## src/rtl/rst_hub_pkg.sv

```systemverilog
package rst_hub_pkg;
    localparam int NSRC = 9;
    localparam int NMASK = 6;
    localparam int NASYNC = 5;

    // cause / request bit positions; lower index wins on a tie
    localparam int I_POR     = 0;
    localparam int I_SUPPLY  = 1;
    localparam int I_USB     = 2;
    localparam int I_WDOG    = 3;
    localparam int I_CLKMISS = 4;
    localparam int I_CMP     = 5;
    localparam int I_SW      = 6;
    localparam int I_PIN     = 7;
    localparam int I_FLASH   = 8;

    // enable register bit positions
    localparam int M_SUPPLY  = 0;
    localparam int M_USB     = 1;
    localparam int M_WDOG    = 2;
    localparam int M_CLKMISS = 3;
    localparam int M_CMP     = 4;
    localparam int M_SW      = 5;

    localparam logic [NMASK-1:0] EN_DEFAULT = 6'b000001;

    typedef enum logic [1:0] {
        ST_RUN     = 2'd0,
        ST_HOLD    = 2'd1,
        ST_STRETCH = 2'd2
    } seq_state_e;

    function automatic logic [NSRC-1:0] lowest_hot(input logic [NSRC-1:0] v);
        logic [NSRC-1:0] r;
        logic found;
        r = '0;
        found = 1'b0;
        for (int i = 0; i < NSRC; i++) begin
            if (v[i] && !found) begin
                r[i] = 1'b1;
                found = 1'b1;
            end
        end
        return r;
    endfunction
endpackage

```

## src/rtl/rst_sync.sv

```systemverilog
module rst_sync #(
    parameter int STAGES = 2,
    parameter bit SET_ON_ARST = 1'b0
) (
    input  logic clk,
    input  logic arst,
    input  logic d,
    output logic q
);
    logic [STAGES-1:0] chain;

    generate
        if (SET_ON_ARST) begin : g_set
            always_ff @(posedge clk or posedge arst) begin
                if (arst) chain <= '1;
                else      chain <= {chain[STAGES-2:0], d};
            end
        end else begin : g_clr
            always_ff @(posedge clk or posedge arst) begin
                if (arst) chain <= '0;
                else      chain <= {chain[STAGES-2:0], d};
            end
        end
    endgenerate

    assign q = chain[STAGES-1];
endmodule

```

## src/rtl/rst_cfg.sv

```systemverilog
module rst_cfg
    import rst_hub_pkg::*;
(
    input  logic             clk,
    input  logic             por,
    input  logic             wr_ok,
    input  logic             en_wr,
    input  logic [NMASK-1:0] en_wdata,
    output logic [NMASK-1:0] en_q
);
    logic [NMASK-1:0] en_r;

    always_ff @(posedge clk or posedge por) begin
        if (por) begin
            en_r <= EN_DEFAULT;
        end else if (en_wr && wr_ok) begin
            en_r         <= en_wdata;
            en_r[M_WDOG] <= en_wdata[M_WDOG] | en_r[M_WDOG];
        end
    end

    assign en_q = en_r;

    // watchdog enable never falls outside power-on
    a_r5_wdog_sticky: assert property (@(posedge clk) disable iff (por)
        en_r[M_WDOG] |=> en_r[M_WDOG]);

    // no change while writes are blocked
    a_r9_write_blocked: assert property (@(posedge clk) disable iff (por)
        !wr_ok |=> $stable(en_r));
endmodule

```

## src/rtl/rst_seq.sv

```systemverilog
module rst_seq
    import rst_hub_pkg::*;
#(
    parameter int STRETCH_CYCLES = 16
) (
    input  logic            clk,
    input  logic            por,
    input  logic [NSRC-1:0] act,
    output logic            busy,
    output logic [NSRC-1:0] cause
);
    localparam int CW = (STRETCH_CYCLES > 1) ? $clog2(STRETCH_CYCLES) : 1;
    localparam logic [CW-1:0] CNT_LAST = CW'(STRETCH_CYCLES - 1);

    seq_state_e state, state_nx;
    logic [CW-1:0] cnt;
    logic any_act;

    assign any_act = |act;

    always_ff @(posedge clk or posedge por) begin
        if (por) state <= ST_HOLD;
        else     state <= state_nx;
    end

    always_comb begin
        state_nx = state;
        unique case (state)
            ST_RUN:     if (any_act) state_nx = ST_HOLD;
            ST_HOLD:    if (!any_act) state_nx = ST_STRETCH;
            ST_STRETCH: begin
                if (any_act)              state_nx = ST_HOLD;
                else if (cnt == CNT_LAST) state_nx = ST_RUN;
            end
            default:    state_nx = ST_HOLD;
        endcase
    end

    always_ff @(posedge clk or posedge por) begin
        if (por) begin
            cnt   <= '0;
            cause <= NSRC'(1) << I_POR;
        end else begin
            if (state == ST_STRETCH && !any_act) cnt <= cnt + 1'b1;
            else                                 cnt <= '0;
            if (state == ST_RUN && any_act) cause <= lowest_hot(act);
        end
    end

    assign busy = (state != ST_RUN);

    // cause register always names exactly one source
    a_r8_cause_onehot: assert property (@(posedge clk) disable iff (por)
        $countones(cause) == 1);

    // release only out of the stretch count
    a_r7_release_path: assert property (@(posedge clk) disable iff (por)
        $fell(busy) |-> ($past(state) == ST_STRETCH && !$past(any_act)));

    // a flash fault always leaves the machine in reset
    a_r3_flash_hard: assert property (@(posedge clk) disable iff (por)
        act[I_FLASH] |=> busy);

    // cause frozen while no new reset starts
    a_r8_cause_hold: assert property (@(posedge clk) disable iff (por)
        busy |=> $stable(cause));
endmodule

```

## src/rtl/rst_hub.sv

```systemverilog
module rst_hub
    import rst_hub_pkg::*;
#(
    parameter int STRETCH_CYCLES = 16,
    parameter int SYNC_STAGES = 2
) (
    input  logic                 clk,
    input  logic                 por_req,
    input  logic                 pin_req,
    input  logic                 supply_req,
    input  logic                 usb_req,
    input  logic                 wdog_req,
    input  logic                 clkmiss_req,
    input  logic                 cmp_req,
    input  logic                 flash_req,
    input  logic                 sw_cmd,
    input  logic                 en_wr,
    input  logic [NMASK-1:0]     en_wdata,
    output logic                 sys_rst,
    output logic [NSRC-1:0]      cause,
    output logic [NMASK-1:0]     en_q,
    output logic                 wd_locked
);
    logic [NASYNC-1:0] araw, asyn;
    logic por_s, pin_s, busy;
    logic [NSRC-1:0] act;

    assign araw = {cmp_req, clkmiss_req, wdog_req, usb_req, supply_req};

    rst_sync #(.STAGES(SYNC_STAGES), .SET_ON_ARST(1'b1)) u_por_sync (
        .clk(clk), .arst(por_req), .d(1'b0), .q(por_s));

    rst_sync #(.STAGES(SYNC_STAGES), .SET_ON_ARST(1'b0)) u_pin_sync (
        .clk(clk), .arst(por_req), .d(pin_req), .q(pin_s));

    generate
        for (genvar g = 0; g < NASYNC; g++) begin : g_async
            rst_sync #(.STAGES(SYNC_STAGES), .SET_ON_ARST(1'b0)) u_sync (
                .clk(clk), .arst(por_req), .d(araw[g]), .q(asyn[g]));
        end
    endgenerate

    rst_cfg u_cfg (
        .clk(clk), .por(por_req), .wr_ok(!busy),
        .en_wr(en_wr), .en_wdata(en_wdata), .en_q(en_q));

    always_comb begin
        act            = '0;
        act[I_POR]     = por_s;
        act[I_SUPPLY]  = asyn[0] & en_q[M_SUPPLY];
        act[I_USB]     = asyn[1] & en_q[M_USB];
        act[I_WDOG]    = asyn[2] & en_q[M_WDOG];
        act[I_CLKMISS] = asyn[3] & en_q[M_CLKMISS];
        act[I_CMP]     = asyn[4] & en_q[M_CMP];
        act[I_SW]      = sw_cmd  & en_q[M_SW];
        act[I_PIN]     = pin_s;
        act[I_FLASH]   = flash_req;
    end

    rst_seq #(.STRETCH_CYCLES(STRETCH_CYCLES)) u_seq (
        .clk(clk), .por(por_req), .act(act), .busy(busy), .cause(cause));

    assign sys_rst   = busy | por_req | pin_req;
    assign wd_locked = en_q[M_WDOG];

    // a masked source cannot start a reset by itself
    a_r4_usb_masked: assert property (@(posedge clk) disable iff (por_req)
        (!busy && !en_q[M_USB] && asyn[1] && !pin_req && act == '0) |=> !busy);

    // synced pin keeps the machine in reset
    a_r3_pin_hard: assert property (@(posedge clk) disable iff (por_req)
        pin_s |=> busy);
endmodule

```

## config.mk

```make
export PLATFORM = sky130hd
export DESIGN_NAME = rst_hub
export DESIGN_NICKNAME = d
export VERILOG_FILES = /design/src/rtl/rst_hub_pkg.sv /design/src/rtl/rst_sync.sv /design/src/rtl/rst_cfg.sv /design/src/rtl/rst_seq.sv /design/src/rtl/rst_hub.sv
export SDC_FILE = /design/constraint.sdc
export NUM_CORES = 1
export LEC_CHECK = 0
export ABC_AREA = 1
export BUFFER_PORTS_ARGS = -buffer_cell sky130_fd_sc_hd__buf_4
export CAP_MARGIN = 20
export CORE_ASPECT_RATIO = 1.75
export CORE_UTILIZATION = 34
export DETAILED_ROUTE_END_ITERATION = 16
export HOLD_SLACK_MARGIN = 0.15
export PLACE_DENSITY_LB_ADDON = 0.12
export SLEW_MARGIN = 40
export SYNTH_ARGS = -nofsm -noshare
export SYNTH_HDL_FRONTEND = slang
export SYNTH_SLANG_ARGS = --single-unit
```

## constraint.sdc

```tcl
create_clock -name clk -period 1.3 [get_ports clk]
set_input_delay 0.195 -clock clk [delete_from_list [all_inputs] [get_ports clk]]
set_output_delay 0.195 -clock clk [all_outputs]
set_load 0.01 [all_outputs]
```

Yosys cells after proc, flatten, opt, wreduce, memory -nomap -nowiden --
Cells that the tools add are included.
Operators by class: reduce and logical (&&, ||, !) cells 25, bitwise logic cells 9, $add $sub $neg 1, equality and inequality tests 6, multiplexer cells 30
Operators with widths (count):
- 1-bit 2-to-1 mux | 24
- 1-bit logical AND | 11
- 1-bit logical NOT | 10
- 9-bit OR reduction | 1
- 2-bit 2-to-1 mux | 4
- 1-bit bitwise AND | 6
- 2-bit one-hot mux with 3 select lines | 1
- 4-bit by 1-bit adder with 4-bit output, second input constant | 1
- 4-bit equality test, second input constant | 1
- 4-bit 2-to-1 mux | 1
- 3-bit by 1-bit != test with 1-bit output, second input constant | 1
- 1-bit OR | 3
- 3-bit AND reduction | 1
- 2-bit by 1-bit equality test with 1-bit output, second input constant | 1
- 2-bit equality test, second input constant | 1
- 2-bit logical NOT | 1
- 2-bit by 1-bit != test with 1-bit output, second input constant | 1
- 2-bit != test, second input constant | 1
- 2-bit nonzero test | 1
Word-level totals: logic and storage cells 82, register bits after elaboration 35, output and inout bits 17, input bits 17

Longest topological paths before layout --
Gate-level depths: netlist of run 1.
depth in word-level cells 35, mapped depth 8, gate-level depth less buffers 7

Cells and area by module --
A second synthesis of run 1 with hierarchy kept.
Second synthesis, totals: cell total of the unflattened synthesis 154, area, all modules 1503.9 sq um
Modules (own cells, without submodules):
- rst_seq | instances 1, area an instance 817.0 sq um, cells an instance 89, sequential area each 377.9 sq um
- rst_sync (g_async[0].u_sync ...) | instances 6, area an instance 53.8 sq um, cells an instance 3, sequential area each 50.0 sq um
- rst_cfg | instances 1, area an instance 236.5 sq um, cells an instance 26, sequential area each 151.4 sq um
- rst_hub | instances 1, area an instance 71.3 sq um, cells an instance 18, sequential area each 0.0 sq um
- rst_sync (u_por_sync) | instances 1, area an instance 56.3 sq um, cells an instance 3, sequential area each 52.6 sq um

Least setup slack after synthesis of run 1 --
No wires, ideal clock.
kind register -> register, start register u_cfg.en_r[0] (netlist: u_cfg.en_q[0]), end register u_seq.cause[7], cell stages (with the launch flop) 9, buffers on the path 1, setup time 117 ps, data required time 1183 ps, arrival 1123 ps, path slack 60 ps, period minus slack after synthesis 1240 ps, path through dfstp_2 nand2_2 nand2_2 nor2_4 nand2_4 nand2_4 buf_12 nand2_2 nand2_1
On the way: longest elaborated chain between the ends 27, elaborated cells between the ends (all ways) 29, those cells by class mux: 13; bitwise: 1; reduce/logical: 15
Ends and longest elaborated chain:
- from (decl) | RTL line rst_cfg.sv:11 | logic [NMASK-1:0] en_r;
- from (signal assigned) | RTL line rst_cfg.sv:17 | en_r <= en_wdata;
- from (signal, indexed assignment) | RTL line rst_cfg.sv:18 | en_r[M_WDOG] <= en_wdata[M_WDOG] | en_r[M_WDOG];
- 1-bit bitwise AND (*) | RTL line rst_hub.sv:50 | act[I_SUPPLY] = asyn[0] & en_q[M_SUPPLY];
- 1-bit logical AND | RTL line rst_hub_pkg.sv:39 | if (v[i] && !found) begin
- 1-bit 2-to-1 mux | RTL line rst_hub_pkg.sv:39
- 1-bit 2-to-1 mux | RTL line rst_seq.sv:46 | if (state == ST_RUN && any_act) cause <= lowest_hot(act);
- 1-bit logical NOT | RTL line rst_hub_pkg.sv:39
- 1-bit logical AND | RTL line rst_hub_pkg.sv:39
- 1-bit 2-to-1 mux | RTL line rst_hub_pkg.sv:39
- 1-bit 2-to-1 mux | RTL line rst_seq.sv:46
- [11 not listed]
- 1-bit 2-to-1 mux | RTL line rst_seq.sv:46
- 1-bit logical NOT | RTL line rst_hub_pkg.sv:39
- 1-bit logical AND | RTL line rst_hub_pkg.sv:39
- 1-bit 2-to-1 mux | RTL line rst_hub_pkg.sv:39
- 1-bit 2-to-1 mux | RTL line rst_seq.sv:46
- 1-bit logical NOT | RTL line rst_hub_pkg.sv:39
- 1-bit logical AND | RTL line rst_hub_pkg.sv:39
- 1-bit 2-to-1 mux | RTL line rst_hub_pkg.sv:39
- to (signal assigned) | RTL line rst_seq.sv:42 | cause <= NSRC'(1) << I_POR;
- to (signal assigned) | RTL line rst_seq.sv:46
- to (decl) | RTL line rst_seq.sv:10 | output logic [NSRC-1:0] cause
Every way passes the cells marked *; elsewhere a longest branch is shown, timed or not. The select of a mux whose other input is x is not followed. A chain may end at the register's enable or synchronous reset.

Final worst setup path of run 1 --
start register u_seq.state[0], end output sys_rst
On the way: longest elaborated chain between the ends 3
Ends and longest elaborated chain:
- from (decl) | RTL line rst_seq.sv:15 | seq_state_e state, state_nx;
- from (signal assigned) | RTL line rst_seq.sv:23 | else state <= state_nx;
- 2-bit nonzero test | RTL line rst_seq.sv:50 | assign busy = (state != ST_RUN);
- 1-bit OR (2 in series) | RTL line rst_hub.sv:63 | assign sys_rst = busy | por_req | pin_req;
- to (decl) | RTL line rst_hub.sv:19 | output logic sys_rst,
Every way passes these cells.

==> results of run 1 <==
flip-flops by register name, indices dropped and copies added, names as in the netlist:
register / flops
u_por_sync.chain: 2
u_cfg.en_q: 6
u_seq.state: 2
u_seq.cause: 9
u_pin_sync.chain: 2
u_seq.cnt: 4
g_async.u_sync.chain: 10
critical path, cell delays in order, from the launching register on:
cell     delay (ns)
dfstp_2        0.56
nor2_4         0.05
nand2_1        0.05
buf_4          0.11
cells by family (layout without fill, tap and decap cells):
family,Yosys count,in the layout
AO/OA/AOI/OAI,8,8
XOR/XNOR,2,2
adder cells (fa/ha/maj),1,1
buffers and inverters,11,70
flip-flops,35,35
multiplexers,5,5
other,1,1
AND/OR/NAND/NOR,57,57
per-layer routing:
layer	GRT usage, %	up-vias
met3	3.860	7
li1	-	494
met1	13.38	460
met5	0	-
met2	24.36	24
met4	10.86	0
cells in the final DEF, fill, tap and decap left out, types with 2 or more instances in the layout:
cell / n
nand2_1: 16
nand2_8: 2
dfrtp_1: 29
dfstp_2: 5
o21ai_2: 5
nor2_1: 9
buf_4: 40
mux2_2: 5
nand2_2: 12
clkbuf_8: 6
nand3_1: 9
inv_2: 2
nor2_4: 5
nor2_2: 2
inv_1: 7
dlygate4sd3_1: 12
final timing paths:
| kind | from | endpoint | cells after the start |
|---|---|---|---|
| min in group asynchronous | por_req | u_seq.cause[5] | 4 |
| max in group asynchronous | por_req | u_por_sync.chain[0] | 4 |
| worst max register to register | u_seq.state[0] | u_cfg.en_q[5] | 4 |
| worst min-delay path | en_wdata[2] | u_cfg.en_q[2] | 2 |
| worst min register to register | g_async[0].u_sync.chain[0] | g_async[0].u_sync.chain[1] | 0 |
| worst max-delay path | u_seq.state[0] | sys_rst | 3 |
power by group through the flow:
stage               Combinational, mW  Clock [mW]  Sequential, mW
floorplan                       0.444           0            1.56
global placement                0.932           0            1.48
detailed placement              0.935           0            1.50
CTS                             0.977        1.02            1.48
global route                     1.16        1.07            1.50
finish                           1.07       0.985            1.47
per-stage QoR:
step                      utilization (%)  instance area, sq um  setup WS, ns
after detailed placement            43.24                  1688       0.05604
after CTS                           49.78                  1943      0.004405
after global routing                51.79                  2022      0.001243
after global placement              43.24                  1688       0.06376
final                               51.79                  2022       0.05235
after floorplan                         -                  1393       0.05966
repair_timing:
action                                  4_1_cts  5_1_grt
endpoints found under the setup margin        1       18
pin swaps                                     1        2
gates resized for setup                       2       11
setup buffers                                 2        4
hold buffers                                 11        1
endpoints found under the hold margin        40        1
cell usage after synthesis, drive strengths merged:
cell	instances	area, sq um
a31o	1	8.760
xnor2	1	8.760
nand3	9	45.04
a21oi	2	10.01
dfstp	5	131.4
nor2	16	87.58
nor3	1	5.000
xor2	1	8.760
mux2	5	56.30
o21ai	5	43.79
conb	1	3.750
ha	1	12.51
dfrtp	30	750.7
nand2	31	158.9
buf	2	27.53
inv	9	33.79
final cells by class:
type                    count  area, sq um
clock inverters             2        35.03
inverters                   9        33.78
flip-flops and latches     35        883.3
repair buffers             53        431.7
clock buffers               6        82.58
well taps                  48        60.06
fillers                   362         1882
multi-input cells          74        495.5
==> impl_metrics.toml, run 1 <==
[timing]
rsz0062_at_grt = "no"
period_minus_slack_ns = 1.248
hold_viol = 0
holdWs_ns = 0.1603
clock_skew_ns = 0.005726
setup_tns_ns = 0
min_period_over_period_pct = 95.97
fmax_mhz = 801.5
final-max-slew-violation-count = 0
setup_viol = 0

[pwr]
power_switching_mw = 1.015
p_leak_nw = 0.9874
clkPwrFrac_pct = 27.9
finalPower_mw = 3.524
max-vdd-ir-drop_mv = 1.033
sw_frac_of_total_pct = 28.81
power.density_nw_per_um2 = 1743
pwr-share-comb_pct = 30.3
intPower_mw = 2.509
power_frac_seq_pct = 41.7

[global_route]
grt_util_all_layers_pct = 13.96
grt_pass1_vias = 1042
antenna_found_initial = 0
overflow = 0
grt_max_degree = 36
grt_pass1_wl_mm = 4.347

[clocking]
cts_tree = "built"
clk_pin_slew_ns = 0.07
cts_num_sinks = 35
cts_buffers = 5
clk_latency_ns = 0.28
cts_root_buf = "clkbuf_8"
htreeDepth = 2
clockBufferDepth = 2

[critical_path]
required_ns = 1.11
end_kind = "output pin"
r2r_slack_ns = 0.05
cp-start-kind = "register"
worstPathMaxFanout = 3
worstSetupPathType = "register to output pin"
cp_data_arrival_time_ns = 1.05

[route]
ant_nets = 0
wire_per_inst_um = 11.41
wl_met3_um = 97
dr.max_layer_used = "met4"
wl_met1_um = 944
initialDrtViolationCount = 13
first_pass_iters = 4
wl_mm = 2.591
vias_per_cell = 4.339
drc = 0
num_vias = 985
met2_length_mm = 1.470

[synth]
yosys.area_share.adder_pct = 0.8985
syn_area_sq_um = 1393
synth_seq_area_share_pct = 63.34
avgSynthCellArea_sq_um = 11.60
synth_top_family_by_area = "simple AND/OR/NAND/NOR gates"
yosys_warnings = 0
synth-seq-cells = 35
synth-compound-area-share_pct = 4.492
synthesis.nets = 138
synth.area.mux_share_pct = 4.043
yosys.area_share.simple_pct = 21.29
syn-instance-count = 120
synth_cell_types = 22
synth-xor-area-share_pct = 1.258

[layout]
final_cells = 227
antenna_cells = 0
synthToLayoutAreaGrowth_pct = 45.19
nets = 196
drive_gt1_share_pct = 50.84

[job]
maxCapViolCount = 0

[outcome]
outcome = "complete, no violations"

[place]
placed_cells = 201
gp_congestion = 0.8720
numPortBuffers = 33
dpl.hpwl_mm = 1.799

[floorplan]
start_util_pct = 35.67
die_y_um = 86.66
die_area_sq_um = 4366
num_rows = 30
io_pins = 34
core_sq_um = 3904
die_w_um = 50.38

[worst_hold_path]
hold_class = "input port to register"
(Power assumes the default switching activity.)
==> run 2, diff against run 1 <==
ABC_AREA = default   (was 1)
CORE_UTILIZATION = 45   (was 34)
==> impl_metrics.toml, run 2 <==
[floorplan]
die_y_um = 73.79
num_rows = 25
core_sq_um = 2753
io_pins = 34
die_area_sq_um = 3174
die_w_um = 43.02
start_util_pct = 48.14

[route]
vias_per_cell = 5.099
drc = 0
num_vias = 1030
ant_nets = 0
wire_per_inst_um = 14.90
wl_mm = 3.010
first_pass_iters = 4
initialDrtViolationCount = 13

[pwr]
finalPower_mw = 3.519
p_leak_nw = 0.9964
power.density_nw_per_um2 = 1676
max-vdd-ir-drop_mv = 1.277

[synth]
synth_area_leader_cell = "dfrtp_1"
synth_seq_area_share_pct = 66.57
synth_top_family_by_area = "simple AND/OR/NAND/NOR gates"
synth-seq-cells = 35
avgSynthCellArea_sq_um = 13.25
syn_area_sq_um = 1325
synth_top_flop_cell = "dfrtp_1"
async_reset_ff_share_pct = 100.0
yosys_warnings = 0
yosys.area_share.simple_pct = 11.52
yosysMostFrequentCell = "dfrtp_1"
synth_common_cells = "30 x dfrtp_1, 10 x mux2_2, 9 x nor2_1, 7 x inv_1, 7 x nand2_1"
synth-compound-area-share_pct = 4.816
syn-instance-count = 100
yosys.area_share.adder_pct = 0.9443
synth.area.mux_share_pct = 10.86
yosysTopAreaCellShare_pct = 56.66
synthTopCellsByArea = "dfrtp_1 57%, dfstp_2 9.9%, mux2_2 8.5%, nor2_1 2.5%, a311oi_4 2.0%"
synthesis.nets = 118
synth_cell_types = 27
synth-xor-area-share_pct = 1.322
synth_enable_flop_cells = 0

[clocking]
cts_root_buf = "clkbuf_8"
cts_buffers = 5
htreeDepth = 2
clk_latency_ns = 0.29
clk_pin_slew_ns = 0.07
cts_tree = "built"
clockBufferDepth = 2
cts_num_sinks = 35

[layout]
layout_commonest_cell = "buf_4"
synthToLayoutAreaGrowth_pct = 58.45
mostFrequentLayoutCells = "52 x buf_4, 29 x dfrtp_1, 13 x dlygate4sd3_1"
nFillCells = 180
drive_gt1_share_pct = 56.00
antenna_cells = 0
largest_register_ff_count = 10
nets = 192
largest_register = "g_async.u_sync.chain"

[timing]
fmax_mhz = 621.0
period_minus_slack_ns = 1.610
hold_viol = 0
setup_tns_ns = -2.409
clock_skew_ns = 0.005739
final-max-slew-violation-count = 0
setup_viol = 16
min_period_over_period_pct = 123.9
rsz0062_at_grt = "yes"
postLayoutSetupSlackWorst_ns = -0.3104

[critical_path]
cp_data_arrival_time_ns = 1.79
end_kind = "register"
required_ns = 1.48
worstPathMaxFanout = 7
worstSetupPathType = "register to register"
cp-start-kind = "register"
r2r_cells = 5

[place]
gp_congestion = 0.8343
numPortBuffers = 33
dpl.hpwl_mm = 1.876

[global_route]
overflow = 0
grt_pass1_wl_mm = 4.567
antenna_found_initial = 0
grt_pass1_vias = 1058
grt_max_degree = 36
grt_util_all_layers_pct = 20.77

[outcome]
violations = "negative setup slack"
outcome = "finished with violations"

[worst_hold_path]
hold_class = "input port to register"
worstHoldPathCells = 3

[job]
maxCapViolCount = 0
-- run 2: cell count changes after synthesis, sizes merged, moves of 2 or more --
| cell | previous run | this run |
|---|---|---|
| nand2 | 31 | 7 |
| nor2 | 16 | 9 |
| mux2 | 5 | 11 |
| nand3 | 9 | 5 |
| nand4 | 0 | 4 |
| o21ai | 5 | 2 |
| a21o | 0 | 2 |
| inv | 9 | 7 |
| mux2i | 0 | 2 |
| nor2b | 0 | 2 |
-- run 2: worst paths after layout --
path,start,endpoint,slack (ns)
worst max-delay path,u_cfg.en_q[0],u_seq.cause[2],-0.31
worst min-delay path,sw_cmd,u_seq.cause[6],0.20
worst max register to register,u_cfg.en_q[0],u_seq.cause[2],-0.31
worst min register to register,g_async[0].u_sync.chain[0],g_async[0].u_sync.chain[1],0.35
max in group asynchronous,por_req,u_cfg.en_q[0],0.39
min in group asynchronous,por_req,u_cfg.en_q[4],0.56
-- run 2: metrics by stage --
stage                     hold WS (ns)  instance area (sq um)  worst slack [ns]  util (%)  std cells
after floorplan                 0.2264                   1336           -0.5146         -        100
after global placement          0.3046                   1722           -0.3477     62.55        174
after detailed placement        0.3057                   1722           -0.3878     62.55        174
after CTS                       0.1734                   2011           -0.3652     73.05        198
after global routing            0.1969                   2100           -0.3526     76.27        202
final                           0.1951                   2100           -0.3104     76.27        202
-- run 2: critical path: stages, from the launching register on --
cell and delay (ns):
dfstp_2 0.56, a21oi_4 0.06, and4_4 0.16, a311oi_4 0.24
buf_6 0.19, mux2_4 0.30
-- run 2: cell type report --
| cell class | instances | area [sq um] | share of cell area (%) |
|---|---|---|---|
| Sequential cell | 35 | 883.3 | 42.07 |
| Timing Repair Buffer | 70 | 576.8 | 27.47 |
| Multi-Input combinational cell | 55 | 490.5 | 23.36 |
| Clock buffer | 5 | 68.82 | 3.278 |
| Tap cell | 27 | 33.78 | 1.609 |
| Inverter | 7 | 26.28 | 1.251 |
| Clock inverter | 3 | 20.02 | 0.9535 |
-- run 2: layer usage --
layer  share of wire (%)  global-route usage, %
met5                   0                      0
met4                 4.1                  13.80
met3                 4.5                  7.617
met2                  54                  35.35
met1                  37                  20.59
-- run 2: repair_timing --
item                                   CTS  global route
pin swaps                                2             5
gates resized for setup                 14            15
endpoints found under the hold margin   42             0
hold buffers                            13             0
buffers inserted                         4             6
cloned                                   0             0
setup endpoints to repair               21            21
-- run 2: cells by family after synthesis --
family          Yosys count
flops                    35
simple gates             31
mux                      13
buf+inv                  10
compound gates            7
xor+xnor                  2
fa+ha+maj                 1
other cells               1
-- run 2: power by group --
part | total [mW] | switching (mW) | internal, mW | leakage [nW]
clock | 0.784 | 0.412 | 0.372 | 0.0402
sequential | 1.47 | 0.148 | 1.32 | 0.431
combinational | 1.26 | 0.510 | 0.752 | 0.526
total | 3.52 | 1.07 | 2.45 | 0.996
==> run 3, diff against run 2 <==
GPL_ROUTABILITY_DRIVEN = 1   (was default)
PLACE_DENSITY = 0.71   (was default)
PLACE_DENSITY_LB_ADDON = default   (was 0.12)
==> impl_metrics.toml, run 3 (same netlist as run 2, synthesis figures left out) <==
[floorplan]
start_util_pct = 48.14
die_w_um = 43.02
die_y_um = 73.79
die_area_sq_um = 3174
num_rows = 25
io_pins = 34
core_sq_um = 2753

[route]
wire_per_inst_um = 14.36
vias_per_cell = 5.132
initialDrtViolationCount = 25
ant_nets = 0
first_pass_iters = 4
drc = 0
wl_mm = 2.929
num_vias = 1047

[clocking]
clk_latency_ns = 0.28
clockBufferDepth = 2
htreeDepth = 2
cts_num_sinks = 35
cts_buffers = 5
cts_tree = "built"
cts_root_buf = "clkbuf_8"
clk_pin_slew_ns = 0.07

[timing]
setup_viol = 14
min_period_over_period_pct = 122.2
clock_skew_ns = 0.003890
rsz0062_at_grt = "yes"
fmax_mhz = 629.7
hold_viol = 0
period_minus_slack_ns = 1.588
postLayoutSetupSlackWorst_ns = -0.2880
final-max-slew-violation-count = 0

[layout]
nets = 194
final_cells = 204
mostFrequentLayoutCells = "56 x buf_4, 29 x dfrtp_1, 13 x dlygate4sd3_1, 7 x inv_1, 7 x mux2_2"
synthToLayoutAreaGrowth_pct = 59.96
drive_gt1_share_pct = 55.37
antenna_cells = 0
layout_commonest_cell = "buf_4"
largest_register = "g_async.u_sync.chain"
largest_register_ff_count = 10

[critical_path]
end_kind = "register"
cp-start-kind = "register"
worstSetupPathType = "register to register"
required_ns = 1.46
r2r_slack_ns = -0.29
worstPathMaxFanout = 7
cp_data_arrival_time_ns = 1.75
startpoint = "u_cfg.en_q[0]"
r2r_cells = 5
r2r_end = "u_seq.cause[1]"
crit_end = "u_seq.cause[1]"
timing.rr.start = "u_cfg.en_q[0]"

[place]
numPortBuffers = 33
dpl.hpwl_mm = 1.965
gp_congestion = 0.7618
pre_cts_slack_ns = -0.3308
placed_cells = 179

[job]
maxCapViolCount = 0

[pwr]
p_leak_nw = 1.018
max-vdd-ir-drop_mv = 1.412
power.density_nw_per_um2 = 1727

[worst_hold_path]
hold_class = "input port to register"

[global_route]
grt_util_all_layers_pct = 20.16
grt_max_degree = 36
grt_pass1_vias = 1089
overflow = 0
grt_pass1_wl_mm = 4.692
antenna_found_initial = 0

[outcome]
violations = "negative setup slack"
outcome = "finished with violations"
-- run 3: cell types whose count changed in the layout (fill, tap and decap cells not counted), moves of 2 or more --
| cell | delta |
|---|---|
| clkinvlp_4 | -2 |
| buf_6 | -2 |
| o21ai_0 | +2 |
| o21ai_2 | -2 |
| buf_4 | +4 |
-- run 3: final cells by class --
type                            count  area [sq um]
Sequential cell                    35         883.3
Clock buffer                        5         68.82
Clock inverter                      3         43.79
Multi-Input combinational cell     55         479.2
Tap cell                           27         33.78
Timing Repair Buffer               72         584.3
Inverter                            7         26.28
Fill cell                         164         633.1
-- run 3: metrics by stage --
stage	hold WS [ns]	power (mW)	instance area, sq um	setup TNS, ns	util, %
after CTS	0.1837	3.607	2056	-2.061	74.68
after detailed placement	0.3056	2.563	1759	-3.051	63.91
after global routing	0.2319	3.845	2120	-2.924	77.00
after global placement	0.3045	2.518	1759	-2.432	63.91
after floorplan	0.2264	1.923	1336	-3.783	-
final	0.2147	3.661	2120	-2.215	77.00
-- run 3: worst min path at each step --
stage	from	end	slack, ns	cells after the start
floorplan	supply_req	g_async[0].u_sync.chain[0]	0.23	0
CTS	flash_req	u_seq.cause[8]	0.18	3
global placement	cmp_req	g_async[4].u_sync.chain[0]	0.30	1
finish	flash_req	u_seq.cause[8]	0.21	3
global route	flash_req	u_seq.cnt[0]	0.23	4
detailed placement	supply_req	g_async[0].u_sync.chain[0]	0.31	1
-- run 3: routing by layer --
| layer | vias up | part of all wire (%) | GRT usage [%] |
|---|---|---|---|
| met1 | 523 | 39 | 21.92 |
| li1 | 491 | - | - |
| met4 | 0 | 1.6 | 9.764 |
| met3 | 6 | 3.2 | 6.388 |
| met2 | 27 | 56 | 34.85 |
| met5 | - | 0 | 0 |
-- run 3: timing repair --
action,CTS,global route
hold buffers,13,0
gates resized for setup,9,14
hold endpoints to repair,42,0
buffers inserted,3,2
pin swaps,1,3
cloned,0,0
endpoints found under the setup margin,21,20
-- run 3: power by group --
| part | total [mW] | leakage, nW | switching [mW] | internal [mW] |
|---|---|---|---|---|
| Clock | 0.958 | 0.0581 | 0.388 | 0.570 |
| Combinational | 1.25 | 0.529 | 0.509 | 0.738 |
| Sequential | 1.46 | 0.431 | 0.132 | 1.32 |
| Total | 3.66 | 1.02 | 1.03 | 2.63 |
-- run 3: critical path: stages, from the launching register on --
cell	delay (ns)
dfstp_2	0.54
a21oi_2	0.06
and4_4	0.16
a311oi_4	0.21
buf_6	0.18
mux2_1	0.33
